[src/rtl/bfx_pkg.sv]
package bfx_pkg;

    localparam logic [5:0] MAJOR_CODE = 6'b011111;

    typedef enum logic [5:0] {
        FN_EXT_W  = 6'b000000,
        FN_EXT_LG = 6'b000001,
        FN_EXT_HI = 6'b000010,
        FN_EXT_D  = 6'b000011,
        FN_INS_W  = 6'b000100,
        FN_INS_LG = 6'b000101,
        FN_INS_HI = 6'b000110,
        FN_INS_D  = 6'b000111
    } fn_e;

    typedef struct packed {
        logic known;   // recognised instruction word
        logic ins;     // insert (else extract)
        logic w32;     // 32-bit form, sign-extended result
        logic noop;    // reversed insert range
    } opkind_t;

endpackage

[src/rtl/bfx_decode.sv]
module bfx_decode
    import bfx_pkg::*;
#(
    parameter int XLEN = 64
) (
    input  logic [31:0]                instr_i,
    output opkind_t                    kind_o,
    output logic [$clog2(XLEN):0]      lo_o,
    output logic [$clog2(XLEN):0]      hi_o
);
    localparam int POS_W = $clog2(XLEN) + 1;
    localparam int FLD_W = $clog2(XLEN / 2);
    localparam logic [POS_W-1:0] BIAS = POS_W'(XLEN / 2);

    logic [POS_W-1:0] top_f;
    logic [POS_W-1:0] low_f;
    logic             major_ok;
    fn_e              fn;

    assign top_f    = POS_W'(instr_i[6+FLD_W +: FLD_W]);
    assign low_f    = POS_W'(instr_i[6 +: FLD_W]);
    assign major_ok = (instr_i[31:26] == MAJOR_CODE) && (instr_i[5:3] == 3'b000);
    assign fn       = fn_e'(instr_i[5:0]);

    wire unused_regfields = ^instr_i[25:16];

    always_comb begin
        kind_o       = '0;
        kind_o.known = major_ok;
        lo_o         = low_f;
        hi_o         = top_f;
        unique case (fn)
            FN_EXT_W:  kind_o.w32 = 1'b1;
            FN_EXT_D:  ;
            FN_EXT_LG: hi_o = top_f + BIAS;
            FN_EXT_HI: lo_o = low_f + BIAS;
            FN_INS_W: begin
                kind_o.ins  = 1'b1;
                kind_o.w32  = 1'b1;
                kind_o.noop = low_f > top_f;
            end
            FN_INS_D: begin
                kind_o.ins  = 1'b1;
                kind_o.noop = low_f > top_f;
            end
            FN_INS_LG: begin
                kind_o.ins  = 1'b1;
                hi_o        = top_f + BIAS;
                kind_o.noop = low_f > (top_f + BIAS);
            end
            FN_INS_HI: begin
                kind_o.ins  = 1'b1;
                lo_o        = low_f + BIAS;
                hi_o        = top_f + BIAS;
                kind_o.noop = low_f > top_f;
            end
            default: kind_o.known = 1'b0;
        endcase
    end

endmodule

[src/rtl/bfx_span_mask.sv]
module bfx_span_mask #(
    parameter int XLEN = 64
) (
    input  logic [$clog2(XLEN):0] lo_i,
    input  logic [$clog2(XLEN):0] hi_i,
    output logic [XLEN-1:0]       mask_o
);
    localparam int POS_W = $clog2(XLEN) + 1;

    for (genvar i = 0; i < XLEN; i++) begin : g_bit
        localparam logic [POS_W-1:0] IDX = POS_W'(i);
        assign mask_o[i] = (IDX >= lo_i) && (IDX <= hi_i);
    end

endmodule

[src/rtl/bfx_field_alu.sv]
module bfx_field_alu
    import bfx_pkg::*;
#(
    parameter int XLEN = 64
) (
    input  opkind_t               kind_i,
    input  logic [$clog2(XLEN):0] lo_i,
    input  logic [$clog2(XLEN):0] hi_i,
    input  logic [XLEN-1:0]       rs_i,
    input  logic [XLEN-1:0]       rt_i,
    output logic [XLEN-1:0]       res_o
);
    localparam int POS_W = $clog2(XLEN) + 1;
    localparam int HALF  = XLEN / 2;

    logic [XLEN-1:0] span_m;
    logic [XLEN-1:0] keep_m;
    logic [XLEN-1:0] ext_src;
    logic [XLEN-1:0] ext_raw;
    logic [XLEN-1:0] ins_raw;
    logic [XLEN-1:0] picked;

    bfx_span_mask #(.XLEN(XLEN)) u_span (
        .lo_i   (lo_i),
        .hi_i   (hi_i),
        .mask_o (span_m)
    );

    bfx_span_mask #(.XLEN(XLEN)) u_keep (
        .lo_i   ('0),
        .hi_i   (hi_i),
        .mask_o (keep_m)
    );

    always_comb begin
        ext_src = kind_i.w32 ? {{HALF{1'b0}}, rs_i[HALF-1:0]} : rs_i;
        ext_raw = (ext_src >> lo_i) & keep_m;
        ins_raw = (rt_i & ~span_m) | ((rs_i << lo_i) & span_m);
        picked  = kind_i.ins ? ins_raw : ext_raw;
        if (!kind_i.known || kind_i.noop) begin
            res_o = rt_i;
        end else if (kind_i.w32) begin
            res_o = {{HALF{picked[HALF-1]}}, picked[HALF-1:0]};
        end else begin
            res_o = picked;
        end
    end

endmodule

[src/rtl/bfx_unit.sv]
module bfx_unit
    import bfx_pkg::*;
#(
    parameter int XLEN = 64
) (
    input  logic            clk_i,
    input  logic            rst_i,
    input  logic            valid_i,
    input  logic [31:0]     instr_i,
    input  logic [XLEN-1:0] rs_i,
    input  logic [XLEN-1:0] rt_i,
    output logic            valid_o,
    output logic            wen_o,
    output logic [XLEN-1:0] result_o
);
    localparam int POS_W = $clog2(XLEN) + 1;
    localparam int HALF  = XLEN / 2;

    typedef struct packed {
        logic            valid;
        logic            wen;
        logic [XLEN-1:0] result;
    } stage_t;

    opkind_t          kind;
    logic [POS_W-1:0] lo_pos;
    logic [POS_W-1:0] hi_pos;
    logic [XLEN-1:0]  alu_res;
    stage_t           stage_d, stage_q;
    logic             armed_d, armed_q;

    bfx_decode #(.XLEN(XLEN)) u_dec (
        .instr_i (instr_i),
        .kind_o  (kind),
        .lo_o    (lo_pos),
        .hi_o    (hi_pos)
    );

    bfx_field_alu #(.XLEN(XLEN)) u_alu (
        .kind_i (kind),
        .lo_i   (lo_pos),
        .hi_i   (hi_pos),
        .rs_i   (rs_i),
        .rt_i   (rt_i),
        .res_o  (alu_res)
    );

    always_comb begin
        stage_d        = '0;
        stage_d.valid  = valid_i;
        stage_d.wen    = valid_i && kind.known && !kind.noop;
        stage_d.result = valid_i ? alu_res : '0;
        armed_d        = 1'b1;
    end

    always_ff @(posedge clk_i) begin
        if (rst_i) begin
            stage_q <= '0;
            armed_q <= 1'b0;
        end else begin
            stage_q <= stage_d;
            armed_q <= armed_d;
        end
    end

    assign valid_o  = stage_q.valid;
    assign wen_o    = stage_q.wen;
    assign result_o = stage_q.result;

    // outputs follow the strobe by exactly one edge
    p_valid_lat_r11: assert property (@(posedge clk_i) disable iff (rst_i)
        armed_q |-> (valid_o == $past(valid_i)));

    // an idle cycle carries no write and no data
    p_idle_zero_r11: assert property (@(posedge clk_i) disable iff (rst_i)
        (armed_q && !valid_o) |-> (!wen_o && result_o == '0));

    // a skipped write hands back the old destination
    p_hold_dest_r10: assert property (@(posedge clk_i) disable iff (rst_i)
        (armed_q && valid_o && !wen_o) |-> (result_o == $past(rt_i)));

    // a foreign major code never writes
    p_foreign_r1: assert property (@(posedge clk_i) disable iff (rst_i)
        (armed_q && $past(instr_i[31:26] != MAJOR_CODE)) |-> !wen_o);

    // 32-bit forms return a sign-extended word
    p_sext_r2: assert property (@(posedge clk_i) disable iff (rst_i)
        (armed_q && wen_o && ($past(instr_i[5:0]) == FN_EXT_W || $past(instr_i[5:0]) == FN_INS_W))
        |-> (result_o[XLEN-1:HALF] == {HALF{result_o[HALF-1]}}));

    // the 64-bit extract leaves nothing above the field length
    p_zext_r3: assert property (@(posedge clk_i) disable iff (rst_i)
        (armed_q && wen_o && $past(instr_i[5:0]) == FN_EXT_D)
        |-> ((result_o >> (POS_W'($past(instr_i[15:11])) + POS_W'(1))) == '0));

    // the raised-top insert always writes
    p_raised_writes_r8: assert property (@(posedge clk_i) disable iff (rst_i)
        (armed_q && valid_o && $past(instr_i[31:26] == MAJOR_CODE && instr_i[5:0] == FN_INS_LG))
        |-> wen_o);

endmodule

[config.mk]
export PLATFORM = sky130hd
export DESIGN_NAME = bfx_unit
export DESIGN_NICKNAME = d
export VERILOG_FILES = /design/src/rtl/bfx_pkg.sv /design/src/rtl/bfx_decode.sv /design/src/rtl/bfx_span_mask.sv /design/src/rtl/bfx_field_alu.sv /design/src/rtl/bfx_unit.sv
export SDC_FILE = /design/constraint.sdc
export NUM_CORES = 1
export LEC_CHECK = 0
export CAP_MARGIN = 30
export CORE_AREA = 2 2 175 220
export DETAILED_ROUTE_END_ITERATION = 16
export DIE_AREA = 0 0 177 222
export DONT_BUFFER_PORTS = 1
export PLACE_DENSITY = 0.61
export SYNTH_ARGS = -nofsm -noshare
export SYNTH_HDL_FRONTEND = slang
export SYNTH_HIERARCHICAL = 1
export SYNTH_SLANG_ARGS = --single-unit
[constraint.sdc]
create_clock -name clk_i -period 3.85 [get_ports clk_i]
set_input_delay 0.1925 -clock clk_i [delete_from_list [all_inputs] [get_ports clk_i]]
set_output_delay 0.1925 -clock clk_i [all_outputs]
set_load 0.005 [all_outputs]
==> impl_metrics.py <==
metrics = {
    "cells_and_area": {
        "multiInputGateArea_mm2": 0.01388,
        "layoutNonFillerInstCount": 2465,
        "post_route_cells_drive_above_1_share": 0.2016,
        "fin_util": 0.4670,
        "design.final.nets": 2132,
        "register_area_mm2": 0.001321,
        "layout-area-overhead-vs-synth_pct": 4.898,
        "layout.filler_cells": 3707,
    },
    "worst_setup_path": {
        "crit_arrival_ns": 3.83,
        "critical_path.startpoint": "instr_i[5]",
        "timing.critical_path.depth": 14,
        "path_cells": "or3_4, a21oi_2, buf_4, and3_1, buf_4, a21oi_1, a311oi_1, nand2_1, a2111o_1, o311a_1, o311ai_0, o22ai_1, nor2_1, and3b_1",
        "end_kind": "flop",
        "worst-path-max-fanout": 16,
        "critPathLaunchType": "primary input",
        "cpMostUsedCell": "sky130_fd_sc_hd__buf_4",
        "worst_setup_path_endpoint": "result_o[57]$_SDFF_PP0_",
        "cp_num_buf_inv": 2,
        "critPathTopFamily": "compound AO/OA/AOI/OAI gates",
        "start_to_end_type_of_the_worst_setup_path": "in -> reg",
        "critical-path-slowest-cell": "sky130_fd_sc_hd__a311oi_1",
        "worst_path_required_ns": 4.16,
        "timing.critical_path.slowest_cell_delay_ns": 0.78,
    },
    "sta": {
        "timing.max_slew.rel_slack": 0.2908,
        "finalSetupViolations": 0,
        "min_period_ns": 3.520,
        "final_hold_viol_count": 0,
        "tns_ns": 0,
        "actual_slew_at_the_worst_max_slew_pin_ns": 1.034,
        "setup_repair_after_global_routing_missed_its_margin": "no",
        "final-max-slew-violation-count": 0,
        "max_clock_freq_mhz": 284.1,
        "post-route-period-util": 0.9144,
    },
    "cts": {
        "clock_tree.root_cell": "sky130_fd_sc_hd__clkbuf_16",
        "cts_buffers": 9,
        "post_cts_setup_repair_bufs": 0,
        "clock_sinks": 66,
        "ctsHtreeMaxLevel": 3,
        "ctsLongestPathBuffers": 2,
        "tritoncts_clock_tree": "done",
        "worst_setup_hold_path_clk_slew_ns": 0.07,
    },
    "logic_synthesis": {
        "yosysSeqAreaShare": 0.08007,
        "synth_area_leaders": "sky130_fd_sc_hd__mux4_2 20%, sky130_fd_sc_hd__dfxtp_1 8.0%, sky130_fd_sc_hd__mux2i_1 6.7%",
        "netlist_area_mm2": 0.01650,
        "synth_cells": 2055,
        "post_synth_most_frequent_cells": "225 x sky130_fd_sc_hd__nand2_1, 145 x sky130_fd_sc_hd__nor2_1, 143 x sky130_fd_sc_hd__mux4_2, 122 x sky130_fd_sc_hd__a21oi_1, 117 x sky130_fd_sc_hd__clkbuf_1",
        "postSynth.topFlopCell": "sky130_fd_sc_hd__dfxtp_1",
        "post-synth-top-count-cell": "sky130_fd_sc_hd__nand2_1",
        "asyncSetResetFlopFracSynth": 0,
        "yosysTopAreaCell": "sky130_fd_sc_hd__mux4_2",
        "syn_avg_cell_area_um2": 8.030,
        "synth_enable_flop_cells": 0,
        "ys_ff_latch": 66,
        "top_area_cell_type_share_of_the_netlist_area": 0.1952,
        "ys.warnings.count": 6,
        "yosys.cell_types.count": 89,
    },
    "outcome": {
        "run_status": "completed",
    },
    "worst_hold_path": {
        "holdCritPathClass": "in -> reg",
        "timing.hold.worst.start": "valid_i",
    },
    "detailed_routing": {
        "viasPerCell": 7.999,
        "antenna_left": 0,
        "routed_length_per_placed_instance_um": 40.49,
        "number_of_drc_violations_after_detailed_routing": 0,
        "wirelength_um": 99800,
        "detailedRoute.firstPassIterationCount": 7,
        "initialDrtViolationCount": 3566,
        "num_vias": 19720,
    },
    "power_and_ir_drop": {
        "leakagePower_nw": 6.505,
        "ir_drop_v": 0.0002156,
        "powerDensity_mw_per_mm2": 221.2,
        "design_power_total_mw": 3.830,
    },
    "floorplan": {
        "die-area_mm2": 0.03929,
        "initial_core_util": 0.4452,
        "die_w_um": 177,
        "boundaryPins": 229,
        "die_height_um": 222,
        "core-area_mm2": 0.03707,
        "num_rows": 79,
    },
    "place": {
        "routabilityCongestion": 1.083,
        "hpwlAfterDp_um": 77030,
        "place.detailed.instances": 2434,
        "numPortBuffers": 0,
    },
    "global_routing": {
        "globalRouteTotalUtil": 0.4935,
        "antenna_violations_before_repair": 1,
        "grt_pass1_wl_um": 138300,
        "number_of_global_route_vias_before_repair": 18100,
        "grt_overflow": 0,
        "grt_start_max_net_pins": 191,
    },
    "run": {
        "maxCapViolCount": 0,
    },
}
## routing by layer
| layer | global-route usage | share of wire | wire length, um | vias up |
|---|---|---|---|---|
| li1 | - | - | - | 7890 |
| met1 | 0.5821 | 0.35 | 34550 | 9623 |
| met2 | 0.7511 | 0.43 | 43340 | 1779 |
| met3 | 0.1043 | 0.11 | 10740 | 425 |
| met4 | 0.4354 | 0.11 | 11180 | 0 |
| met5 | 0 | 0 | 0 | - |
## registers in the layout (all words and copies together) (netlist names)
register	flops
result_o	64
wen_o	1
valid_o	1
## cell usage in the layout (no fill, tap or decap), drive strengths merged, types with 57 or more instances in the layout
cell | Yosys | layout
mux2 | 57 | 57
nand2 | 225 | 225
and3b | 68 | 68
nor3 | 62 | 62
mux4 | 155 | 155
a21oi | 122 | 122
nor2 | 145 | 145
mux2i | 111 | 111
buf | 130 | 119
dfxtp | 66 | 66
o21ai | 107 | 107
## cell type report
| class | instances | share of cell area |
|---|---|---|
| Tap cell | 486 | 0.03513 |
| Clock buffer | 9 | 0.01301 |
| Multi-Input combinational cell | 1723 | 0.8017 |
| Antenna cell | 10 | 0.001446 |
| Clock inverter | 7 | 0.005782 |
| Sequential cell | 66 | 0.07633 |
| Timing Repair Buffer | 123 | 0.05761 |
| Inverter | 41 | 0.008963 |
## report_power, final
group          switching, mW  internal [mW]
Clock                  0.372          0.573
Combinational           1.32          0.828
Sequential            0.0214          0.711
## logic make-up (layout without fill, tap and decap cells)
kind of cell	after synthesis	after routing	synth area share
DFF	66	66	0.08007
adders and majority gates	5	5	0.003791
muxes	323	323	0.3205
other	2	36	0.0004551
and+or+nand+nor	727	727	0.2313
buffers and inverters	290	180	0.08727
AOI/OAI and AO/OA	642	642	0.2767
## stage by stage
step	instance area (um2)	setup WS (ns)	hold WS (ns)
2_1_floorplan	16590	0.6055	0.4191
3_3_place_gp	16880	0.08107	0.2678
3_5_place_dp	16910	0.1134	0.2824
4_1_cts	17280	0.4677	0.0005595
5_1_grt	17290	0.2811	0.002437
6_report	17310	0.3295	0.01214
## timing repair
action,CTS,global route
endpoints found under the hold margin,13,0
hold buffers,4,0
resized for setup,0,0
## worst min-delay path by stage
stage | depth (start not counted) | slack (ns) | to
after detailed placement | 1 | 0.28 | valid_o$_SDFF_PP0_
after global placement | 1 | 0.27 | valid_o$_SDFF_PP0_
after CTS | 1 | 0.0006 | result_o[41]$_SDFF_PP0_
after global routing | 1 | 0.002 | result_o[0]$_SDFF_PP0_
final | 1 | 0.01 | result_o[34]$_SDFF_PP0_
after floorplan | 2 | 0.42 | valid_o$_SDFF_PP0_
(Power assumes the default switching activity.)
